--- src/rtl/usw_pkg.sv ---
package usw_pkg;
  typedef enum logic [3:0] {
    ST_IDLE, ST_WAIT_HI, ST_RD_HI, ST_WAIT_LO, ST_RD_LO,
    ST_SETUP, ST_WRITE, ST_HOLD, ST_GAP, ST_GAP_END
  } usw_state_e;
endpackage

--- src/rtl/usw_sync.sv ---
module usw_sync #(
  parameter int STAGES = 2
) (
  input  logic clk,
  input  logic rst_n,
  input  logic async_i,
  output logic sync_o
);
  logic [STAGES-1:0] chain_q;

  always_ff @(posedge clk or negedge rst_n) begin
    if (!rst_n) chain_q <= '0;
    else        chain_q <= {chain_q[STAGES-2:0], async_i};
  end

  assign sync_o = chain_q[STAGES-1];
endmodule

--- src/rtl/usw_timer.sv ---
module usw_timer #(
  parameter int TW = 4
) (
  input  logic          clk,
  input  logic          rst_n,
  input  logic          load_i,
  input  logic [TW-1:0] val_i,
  output logic          done_o
);
  logic [TW-1:0] cnt_q, cnt_d;

  always_comb begin
    cnt_d = cnt_q;
    if (load_i)             cnt_d = val_i;
    else if (cnt_q != '0)   cnt_d = cnt_q - 1'b1;
  end

  always_ff @(posedge clk or negedge rst_n) begin
    if (!rst_n) cnt_q <= '0;
    else        cnt_q <= cnt_d;
  end

  assign done_o = (cnt_q == '0);
endmodule

--- src/rtl/usw_word_cnt.sv ---
module usw_word_cnt #(
  parameter int WORDS = 256,
  localparam int CW = (WORDS > 1) ? $clog2(WORDS) : 1
) (
  input  logic clk,
  input  logic rst_n,
  input  logic clr_i,
  input  logic inc_i,
  output logic last_o
);
  logic [CW-1:0] cnt_q, cnt_d;

  always_comb begin
    cnt_d = cnt_q;
    if (clr_i)      cnt_d = '0;
    else if (inc_i) cnt_d = (cnt_q == CW'(WORDS-1)) ? '0 : cnt_q + 1'b1;
  end

  always_ff @(posedge clk or negedge rst_n) begin
    if (!rst_n) cnt_q <= '0;
    else        cnt_q <= cnt_d;
  end

  assign last_o = (cnt_q == CW'(WORDS-1));

  // a clear always leaves the count at zero
  p_clear_zero_r2: assert property (@(posedge clk) disable iff (!rst_n)
    clr_i |=> (cnt_q == '0));
endmodule

--- src/rtl/usb_sector_writer.sv ---
module usb_sector_writer #(
  parameter int WORDS    = 256,
  parameter int RD_LOW   = 2,
  parameter int WR_SETUP = 1,
  parameter int WR_LOW   = 2,
  parameter int WR_HOLD  = 1,
  localparam int MAXT = (RD_LOW > WR_LOW ? RD_LOW : WR_LOW) > (WR_SETUP > WR_HOLD ? WR_SETUP : WR_HOLD)
                        ? (RD_LOW > WR_LOW ? RD_LOW : WR_LOW) : (WR_SETUP > WR_HOLD ? WR_SETUP : WR_HOLD),
  localparam int TW = $clog2(MAXT + 1)
) (
  input  logic        clk,
  input  logic        rst_n,
  input  logic        start_i,
  output logic        busy_o,
  input  logic        usb_avail_i,
  input  logic [7:0]  usb_data_i,
  output logic        usb_rd_n_o,
  output logic [15:0] dsk_data_o,
  output logic        dsk_cs_o,
  output logic [2:0]  dsk_addr_o,
  output logic        dsk_rd_n_o,
  output logic        dsk_wr_n_o
);
  import usw_pkg::*;

  usw_state_e    state_q, state_d;
  logic          avail_s, tmr_done, tmr_load, last_word, cnt_clr, cnt_inc;
  logic          cap_hi, cap_lo;
  logic [TW-1:0] tmr_val;
  logic [7:0]    hi_q, lo_q;

  usw_sync #(.STAGES(2)) i_sync (
    .clk(clk), .rst_n(rst_n), .async_i(usb_avail_i), .sync_o(avail_s));

  usw_timer #(.TW(TW)) i_timer (
    .clk(clk), .rst_n(rst_n), .load_i(tmr_load), .val_i(tmr_val), .done_o(tmr_done));

  usw_word_cnt #(.WORDS(WORDS)) i_cnt (
    .clk(clk), .rst_n(rst_n), .clr_i(cnt_clr), .inc_i(cnt_inc), .last_o(last_word));

  always_comb begin
    state_d  = state_q;
    tmr_load = 1'b0;
    tmr_val  = '0;
    cnt_clr  = 1'b0;
    cnt_inc  = 1'b0;
    cap_hi   = 1'b0;
    cap_lo   = 1'b0;
    unique case (state_q)
      ST_IDLE: if (start_i) begin
        state_d = ST_WAIT_HI;
        cnt_clr = 1'b1;
      end
      ST_WAIT_HI: if (avail_s) begin
        state_d  = ST_RD_HI;
        tmr_load = 1'b1;
        tmr_val  = TW'(RD_LOW - 1);
      end
      ST_RD_HI: if (tmr_done) begin
        cap_hi  = 1'b1;
        state_d = ST_WAIT_LO;
      end
      ST_WAIT_LO: if (avail_s) begin
        state_d  = ST_RD_LO;
        tmr_load = 1'b1;
        tmr_val  = TW'(RD_LOW - 1);
      end
      ST_RD_LO: if (tmr_done) begin
        cap_lo   = 1'b1;
        state_d  = ST_SETUP;
        tmr_load = 1'b1;
        tmr_val  = TW'(WR_SETUP - 1);
      end
      ST_SETUP: if (tmr_done) begin
        state_d  = ST_WRITE;
        tmr_load = 1'b1;
        tmr_val  = TW'(WR_LOW - 1);
      end
      ST_WRITE: if (tmr_done) begin
        state_d  = ST_HOLD;
        tmr_load = 1'b1;
        tmr_val  = TW'(WR_HOLD - 1);
      end
      ST_HOLD: if (tmr_done) begin
        cnt_inc = 1'b1;
        state_d = last_word ? ST_GAP_END : ST_GAP;
      end
      ST_GAP:     state_d = ST_WAIT_HI;
      ST_GAP_END: state_d = ST_IDLE;
      default:    state_d = ST_IDLE;
    endcase
  end

  always_ff @(posedge clk or negedge rst_n) begin
    if (!rst_n) state_q <= ST_IDLE;
    else        state_q <= state_d;
  end

  always_ff @(posedge clk or negedge rst_n) begin
    if (!rst_n) begin
      hi_q <= '0;
      lo_q <= '0;
    end else begin
      if (cap_hi) hi_q <= usb_data_i;
      if (cap_lo) lo_q <= usb_data_i;
    end
  end

  assign busy_o     = (state_q != ST_IDLE);
  assign usb_rd_n_o = !((state_q == ST_RD_HI) || (state_q == ST_RD_LO));
  assign dsk_wr_n_o = (state_q != ST_WRITE);
  assign dsk_rd_n_o = 1'b1;
  assign dsk_cs_o   = busy_o;
  assign dsk_addr_o = 3'b000;
  assign dsk_data_o = {hi_q, lo_q};

  // a start pulse taken in idle raises busy on the next cycle
  p_start_busy_r1: assert property (@(posedge clk) disable iff (!rst_n)
    (state_q == ST_IDLE && start_i) |=> busy_o);
  // no read strobe follows a cycle of waiting without data
  p_wait_no_read_r3: assert property (@(posedge clk) disable iff (!rst_n)
    ((state_q == ST_WAIT_HI || state_q == ST_WAIT_LO) && !avail_s) |=> usb_rd_n_o);
  // the data bus does not move while the write strobe is low
  p_data_stable_r5: assert property (@(posedge clk) disable iff (!rst_n)
    (!dsk_wr_n_o && $past(!dsk_wr_n_o)) |-> $stable(dsk_data_o));
  // the FIFO read and the drive write never overlap
  p_no_overlap_r6: assert property (@(posedge clk) disable iff (!rst_n)
    !(!usb_rd_n_o && !dsk_wr_n_o));
  // a write goes only to the selected data register
  p_write_select_r7: assert property (@(posedge clk) disable iff (!rst_n)
    !dsk_wr_n_o |-> (dsk_cs_o && dsk_addr_o == 3'b000 && dsk_rd_n_o));
  // idle means drive deselected and all strobes released
  p_idle_quiet_r8: assert property (@(posedge clk) disable iff (!rst_n)
    !busy_o |-> (!dsk_cs_o && usb_rd_n_o && dsk_wr_n_o && dsk_rd_n_o));
  // a start pulse during a transfer does not restart the count
  p_start_ignored_r9: assert property (@(posedge clk) disable iff (!rst_n)
    (busy_o && start_i) |-> !cnt_clr);
endmodule

--- config.mk ---
export PLATFORM = sky130hd
export DESIGN_NAME = usb_sector_writer
export DESIGN_NICKNAME = d
export VERILOG_FILES = /design/src/rtl/usw_pkg.sv /design/src/rtl/usw_sync.sv /design/src/rtl/usw_timer.sv /design/src/rtl/usw_word_cnt.sv /design/src/rtl/usb_sector_writer.sv
export SDC_FILE = /design/constraint.sdc
export NUM_CORES = 1
export LEC_CHECK = 0
export BUFFER_PORTS_ARGS = -buffer_cell sky130_fd_sc_hd__buf_2
export CAP_MARGIN = 10
export CORE_AREA = 2 2 58 66
export CTS_BUF_LIST = sky130_fd_sc_hd__clkbuf_2 sky130_fd_sc_hd__clkbuf_4 sky130_fd_sc_hd__clkbuf_8
export DETAILED_ROUTE_END_ITERATION = 8
export DIE_AREA = 0 0 60 68
export GPL_TIMING_DRIVEN = 0
export HOLD_SLACK_MARGIN = 0.05
export PLACE_DENSITY_LB_ADDON = 0.1
export SYNTH_ARGS = -nofsm -noshare
export SYNTH_HDL_FRONTEND = slang
export SYNTH_SLANG_ARGS = --single-unit
--- constraint.sdc ---
create_clock -name clk -period 2.7 [get_ports clk]
set_input_delay 0.27 -clock clk [delete_from_list [all_inputs] [get_ports clk]]
set_output_delay 0.27 -clock clk [all_outputs]
set_load 0.005 [all_outputs]
Word-level counts from Yosys, hierarchy flattened
Index checks and enable logic that the tools add are counted.

Reduce and logical (&&, ||, !) cells: 11. Multiplexer cells: 26. $add $sub $neg: 2. Equality and inequality tests: 18.

Operators by type and width (count): case mux 4 bit (9 select lines) (1); 2-to-1 mux 4 bit (8); 2-to-1 mux 8 bit (3); equality test 4 x 3 -> 1 bit (second input constant) (4); != test 2 x 1 -> 1 bit (second input constant) (7); 2-to-1 mux 1 bit (10); adder 8 x 1 -> 8 bit (second input constant) (1); equality test 4 x 2 -> 1 bit (second input constant) (2); equality test 8 bit (second input constant) (1); AND reduction 8 bit (1); nonzero test 2 bit (3); equality test 4 x 1 -> 1 bit (second input constant) (1); equality test 4 bit (second input constant) (1); logical NOT 4 bit (1); 2-to-1 mux 2 bit (2); != test 4 x 3 -> 1 bit (second input constant) (1); case mux 1 bit (2 select lines) (2); nonzero test 4 bit (1); OR reduction 3 bit (1); logical NOT 2 bit (1); != test 2 bit (second input constant) (1); OR reduction 2 bit (1); subtractor 2 x 1 -> 2 bit (second input constant) (1); logical NOT 1 bit (1); logical OR 1 bit (1).

Output and inout bits: 24. Word-level logic and storage cells: 63. Input bits: 12. Register bits: 32.

Depth between registers and ports, before layout
Gate-level depths: netlist of run 1.

Depth after elaboration: 5. Depth in mapped cells: 9.

Cells and area by module
From an unflattened synthesis of run 1, not the netlist that was laid out.

Cells, all modules: 139. Area, all modules: 1555.2 µm².

Modules (own cells, without submodules): usb_sector_writer (instances 1, area each 957.2 µm², cells an instance 79); usw_word_cnt (instances 1, area each 434.2 µm², cells an instance 46); usw_timer (instances 1, area each 113.9 µm², cells an instance 12); usw_sync (instances 1, area each 50.0 µm², cells an instance 2).

Least setup slack after synthesis of run 1
Ideal clock, no wire load.

Path type: reg2reg. Start: register i_timer.cnt_q[0]. End: register i_cnt.cnt_q[5]. Slack: 867 ps. Buffers on the path: 2. Arrival time: 1750 ps. Data required time: 2618 ps. Setup time: 82 ps. Cell stages (with the launch flop): 9. Cells stage by stage: dfrtp_1 inv_1 ha_1 buf_4 nand3b_4 or2_0 clkbuf_2 or4_1 o22ai_1.

Word-level cells in the longest chain between the ends: 4.

Ends and longest elaborated chain: start, declared (line usw_timer.sv:10) `logic [TW-1:0] cnt_q, cnt_d;`; start signal, assigned (line usw_timer.sv:20) `else cnt_q <= cnt_d;`; logical NOT 2 bit (line usw_timer.sv:23) `assign done_o = (cnt_q == '0);`; 2-to-1 mux 1 bit (line usb_sector_writer.sv:84) `ST_HOLD: if (tmr_done) begin`; 2-to-1 mux 1 bit (line usb_sector_writer.sv:49) `unique case (state_q)`; nonzero test 2 bit (no line); end signal, assigned (line usw_word_cnt.sv:21) `else cnt_q <= cnt_d;`; end, declared (line usw_word_cnt.sv:11) `logic [CW-1:0] cnt_q, cnt_d;`.

No other way between the ends. A chain may end at the register's enable or synchronous reset.

Worst setup path in the final report of run 1
Ends and elaborated chain as after synthesis.

==> results of run 1 <==
==> how the worst max path moves through the flow <==
stage                                end  slack [ps]        startpoint
after floorplan           i_cnt.cnt_q[5]         870  i_timer.cnt_q[0]
after global placement    i_cnt.cnt_q[5]         760  i_timer.cnt_q[0]
after detailed placement  i_cnt.cnt_q[5]         740  i_timer.cnt_q[0]
after CTS                 i_cnt.cnt_q[5]         720  i_timer.cnt_q[0]
after global routing      i_cnt.cnt_q[5]         630  i_timer.cnt_q[0]
final                     i_cnt.cnt_q[5]         720  i_timer.cnt_q[0]
==> state kept, by name, summed over array words and instances (netlist names) <==
| name | count |
|---|---|
| i_cnt.cnt_q | 8 |
| state_q | 4 |
| hi_q | 8 |
| lo_q | 8 |
| i_sync.chain_q | 2 |
| i_timer.cnt_q | 2 |
==> through the flow <==
step / utilization / cells / setup slack, ps / power (W) / cell area [sq um]
floorplan: - / 147 / 867 / 0.00135 / 1600
global placement: 0.521 / 228 / 764 / 0.00161 / 1820
detailed placement: 0.521 / 228 / 744 / 0.00164 / 1820
CTS: 0.548 / 236 / 720 / 0.00202 / 1910
global route: 0.548 / 236 / 632 / 0.00216 / 1910
finish: 0.548 / 236 / 723 / 0.00200 / 1910
==> logic make-up after synthesis <==
group	share of synthesized area
xor+xnor	0.0220
compound gates	0.104
buf+inv	0.0637
fa+ha+maj	0.0157
simple gates	0.173
other cells	0.00472
mux	0.113
flops	0.504
==> worst max-delay path, delay by kind of cell (launching register included) <==
family,cells,cell delay (ps)
simple gates,3,820
flops,1,400
buf+inv,3,390
compound gates,1,150
fa+ha+maj,1,130
==> power breakdown <==
group	internal (W)	leakage [nW]	switching [W]
clock	0.000193	0.0448	0.000181
sequential	0.000662	0.396	0.0000987
combinational	0.000439	0.463	0.000422
==> cells in the mapped netlist (3+ instances only) <==
cell | count | area share
a21oi_1 | 7 | 0.022
and3_1 | 4 | 0.016
buf_4 | 7 | 0.033
dfrtp_1 | 32 | 0.50
inv_1 | 6 | 0.014
mux2_2 | 16 | 0.11
nand2_1 | 10 | 0.024
nand3_1 | 9 | 0.028
nor2_1 | 8 | 0.019
xnor2_1 | 3 | 0.017
==> per-layer routing <==
metal	vias up	global-route usage	wire length (um)
li1	589	-	-
met1	589	0.186	1350
met2	36	0.277	1480
met3	6	0.0624	152
met4	0	0.0778	67
met5	-	0	0
==> area by class of cell <==
type                       instances  area [sq um]
clock inverter                     2          16.3
inverter                           6          22.5
fill                             312          1570
tap                               50          62.6
clock buffer                       6          76.3
sequential                        32           801
multi-input combinational         98           696
timing repair buffer              31           155
buffer                            11          78.8
==> impl_metrics.ini, run 1 <==
[cts]
postCtsHoldBufs = 0
cts_root_buffer = clkbuf_8
ctsResizeCount = 0
cts_buffers = 5
ctsLongestPathBuffers = 2
postCtsSetupRepairBufs = 0
cts_sinks = 32
cts_tree = done
insertion_delay_ps = 280
cts-htree-levels = 2
path_clk_slew_ps = 70

[route]
detail-route-antenna-nets = 0
wirelength_mm = 3.05
drtIter0Drc = 40
wl_per_cell_um = 12.9
drcViolationCount = 0
firstDrtPassIters = 4
dr_total_vias = 1220
viasPerCell = 5.17

[sta]
finalHoldViolations = 0
fin_crit_ps = 1980
whs_ps = 35.2
tightest_slew_ps = 716
rsz0062_at_grt = no
final.setup.tns_ps = 0
setup_viol = 0
slew_headroom = 0.522
finClkSkew_ps = 6.50
fmax_mhz = 506
min_period_over_period = 0.732
final_max_slew_viol_count = 0

[global_routing]
grt_pass1_vias = 1157
grt_antenna_before_repair = 0
grt_pass1_wl_mm = 5.00
grtUsageTotal = 0.166
grt_max_degree = 33
grt-ovfl-total = 0

[placed_design]
port_buffers = 31
dp_hpwl_mm = 2.24
gp_congestion = 0.833

[die]
row_count = 23
die_h_um = 68
die_w_um = 60
start_util = 0.457
io_pins = 36
dieArea_sq_um = 4080
placeableCoreArea_sq_um = 3480

[synth]
synth-async-reset-ratio = 1.00
synth_edf_count = 0
seq_area_frac_synth = 0.504
postSynthAreaPerCell_sq_um = 11.0
yosys_register_bits = 32
ys_warn_count = 0
ys_types = 44
netlist_instances = 145
synth_top_flop_cell = dfrtp_1
syn_area_sq_um = 1590

[worst_setup_path]
worstRegToRegCells = 8
required_ps = 2900
worstSetupEndpointType = register
regToRegSetupSlack_ps = 720
cp_cell_sequence = inv_1 -> ha_1 -> buf_4 -> nand3b_4 -> or2_0 -> clkbuf_2 -> or4_1 -> o22ai_1
cpPeakStageDelay_ps = 520
critical_path_class = reg2reg
worst_path_max_delay_cell = or4_1
worstPathArrival_ps = 2180
worstPathMaxFanout = 10
r2r-end = i_cnt.cnt_q[5]
timing.rr.start = i_timer.cnt_q[0]
cp-start-kind = register

[final_layout]
areaGrowthSynthToFinish_pct = 20.0
layout_commonest_cell = buf_2
final_cell_mix = buf_2, dfrtp_1, mux2_2
drive_above_1_share = 0.387
num_antenna_cells = 0
fin_nets = 199

[outcome]
status = finished, final reports clean

[worst_hold_path]
worstHoldPathType = in2async

[pwr]
peakVddDrop_mv = 0.572
leakagePower_nw = 0.903
p_per_area_nw_per_um2 = 1050

[flow_run]
max-cap-violations = 0
Note: power is estimated with default switching activity, not from simulation.
==> run 2: changes to the inputs <==
Settings changed: ABC_AREA set to 1, CORE_AREA 2 2 58 66 to 2 2 60 68, DIE_AREA 0 0 60 68 to 0 0 62 70.
Clock period 2.7 ns to 2 ns, I/O delays scaled along.
==> run 2 against run 1 <==
  * Sequential share of layout area shrank 2.8 points
  * Sequential power grew 37%
  * First-iteration DRC count grew 35%
  * Critical path depth shrank 4
  * Non-clock buffer count is the same
  * Clock skew shrank 1.6 ps
  * Core utilization shrank 0.36 points
  * Hold slack gained 170 ps
  * Sequential cell count is the same
  * Largest power group unchanged
  * Synthesized cell count grew 36%
  * Clock-buffer cell count grew 1
  * Wire length grew 3.7%
==> impl_metrics.ini, run 2 <==
[die]
io_pins = 36
start_util = 0.453
row_count = 24
dieArea_sq_um = 4340
die_h_um = 70
die_w_um = 62
placeableCoreArea_sq_um = 3750

[final_layout]
fin_nets = 253
num_antenna_cells = 0
final_util = 0.544
final_cell_mix = nand2_1, buf_2, dfrtp_1
drive_above_1_share = 0.351
multiInputGateArea_sq_um = 728
fillers = 374
largest_registers = hi_q x8, i_cnt.cnt_q x8, lo_q x8
areaGrowthSynthToFinish_pct = 20.3
final_cell_count_no_fill = 291
final-seq-area_sq_um = 801
layout_commonest_cell = nand2_1

[synth]
synth_top_flop_cell = dfrtp_1
ys_warn_count = 0
synth-async-reset-ratio = 1.00
synthTopCellsByCount = nand2_1, dfrtp_1, inv_1
ys_types = 27
synth_xor_area_frac = 0.0103
postSynthAreaPerCell_sq_um = 8.63
synth.top_cell.area_share = 0.471
synthMuxAreaShare = 0
synth-adder-area-share = 0.0147
seq_area_frac_synth = 0.471
yosys-top-cells-area = dfrtp_1, nand2_1, o21ai_2
synthSimpleGateAreaFrac = 0.272
synth_top_family_by_area = simple AND/OR/NAND/NOR gates
synth_largest_area_cell = dfrtp_1
synth_edf_count = 0
netlist_instances = 197
syn_area_sq_um = 1700
synth-compound-area-share = 0.122
yosysMostFrequentCell = nand2_1
yosys_register_bits = 32

[worst_hold_path]
whs_endpoint = lo_q[6]
worstHoldPathType = in2reg
whs_path_depth = 3
min_from = usb_data_i[6]

[cts]
cts_buffers = 5
insertion_delay_ps = 280
cts-htree-levels = 2
cts_sinks = 32
path_clk_slew_ps = 70
ctsLongestPathBuffers = 2
postCtsHoldBufs = 2
ctsResizeCount = 0
postCtsSetupRepairBufs = 0
cts_root_buffer = clkbuf_8
cts_tree = done

[pwr]
p_sw_frac = 0.387
leakagePower_nw = 1.08
p_per_area_nw_per_um2 = 1380
power.switching_w = 0.00109
intPower_w = 0.00173
pwr-share-clk = 0.190
p_comb_frac = 0.442
pwr-share-seq = 0.368
peakVddDrop_mv = 0.632

[global_routing]
use_met3 = 0.0407
grt_antenna_before_repair = 0
use_met1 = 0.212
grt-busiest-layer = met2
grtUsageTotal = 0.168
grt_max_degree = 33
grt_pass1_wl_mm = 5.41
grt_pass1_vias = 1282
use_met2 = 0.258
grt-ovfl-total = 0

[worst_setup_path]
required_ps = 1800
worstSetupEndpointType = output port
critical_path_class = reg2out
cp-start-kind = register
worstRegToRegCells = 7
regToRegSetupSlack_ps = 590
worstPathMaxFanout = 7
worstPathArrival_ps = 1320
timing.rr.start = i_cnt.cnt_q[0]
r2r-end = i_cnt.cnt_q[0]

[route]
drcViolationCount = 0
dr_total_vias = 1341
viasPerCell = 4.61
wirelength_mm = 3.17
drtIter0Drc = 54
detail-route-antenna-nets = 0
wl_per_cell_um = 10.9
firstDrtPassIters = 4

[placed_design]
port_buffers = 31
place_inst = 282
gp_congestion = 0.805
dp_hpwl_mm = 2.32

[sta]
min_period_over_period = 0.761
slew_headroom = 0.523
tightest_slew_ps = 716
final_max_slew_viol_count = 0
finClkSkew_ps = 4.94
setup_viol = 0
fmax_mhz = 657
final.setup.tns_ps = 0
finalHoldViolations = 0
fin_crit_ps = 1520
rsz0062_at_grt = no

[outcome]
status = finished, final reports clean

[flow_run]
max-cap-violations = 0
-- run 2: changes by cell type after synthesis, sizes merged, moves of 3 or more --
| cell | change |
|---|---|
| nand3 | +4 |
| nor2 | +5 |
| nand2 | +51 |
| inv | +22 |
| xnor2 | -3 |
| and3 | -4 |
| a21oi | -4 |
| mux2 | -16 |
| o21ai | +21 |
-- run 2: worst max-delay path by stage --
| stage | to | depth (start not counted) | slack (ps) | startpoint |
|---|---|---|---|---|
| after floorplan | lo_q[6] | 8 | 740 | state_q[0] |
| after global placement | lo_q[7] | 8 | 610 | state_q[0] |
| after detailed placement | i_cnt.cnt_q[0] | 7 | 590 | i_cnt.cnt_q[0] |
| after CTS | dsk_cs_o | 4 | 470 | state_q[3] |
| after global routing | dsk_cs_o | 4 | 390 | state_q[3] |
| final | dsk_cs_o | 4 | 480 | state_q[3] |
-- run 2: critical path, stage by stage (launching register included) --
cell     delay [ps]
dfrtp_1         460
nor2_4          240
nand2_1         100
buf_4           130
buf_2           110
-- run 2: area by class of cell --
cell class,count,share of cell area
sequential,32,0.392
multi-input combinational,130,0.356
timing repair buffer,33,0.0857
inverter,28,0.0514
clock buffer,7,0.0472
buffer,9,0.0355
tap,52,0.0318
-- run 2: per-stage QoR --
stage,power (W),hold WS (ps),setup slack [ps],instance area (sq um)
6_report,0.00282,200,478,2040
5_1_grt,0.00308,208,390,2040
4_1_cts,0.00287,195,467,2040
3_5_place_dp,0.00231,306,586,1930
3_3_place_gp,0.00230,309,608,1930
2_1_floorplan,0.00193,-95.6,743,1710
-- run 2: power groups by stage --
stage	registers (W)	logic, W	clock network (W)
after floorplan	0.00106	0.000876	0
after global placement	0.00105	0.00125	0
after detailed placement	0.00105	0.00126	0
after CTS	0.00104	0.00127	0.000555
after global routing	0.00107	0.00142	0.000590
final	0.00104	0.00125	0.000536
-- run 2: cell families after synthesis --
| group | count (synthesis) |
|---|---|
| buffers and inverters | 37 |
| adders and majority gates | 2 |
| AOI/OAI and AO/OA | 28 |
| other | 2 |
| DFF | 32 |
| and+or+nand+nor | 94 |
| xor gates and xnor gates | 2 |
-- run 2: metal layers --
layer / vias to the layer above / part of all wire
met1: 623 / 0.47
met5: - / 0
met2: 20 / 0.48
met3: 7 / 0.032
met4: 0 / 0.021
li1: 691 / -
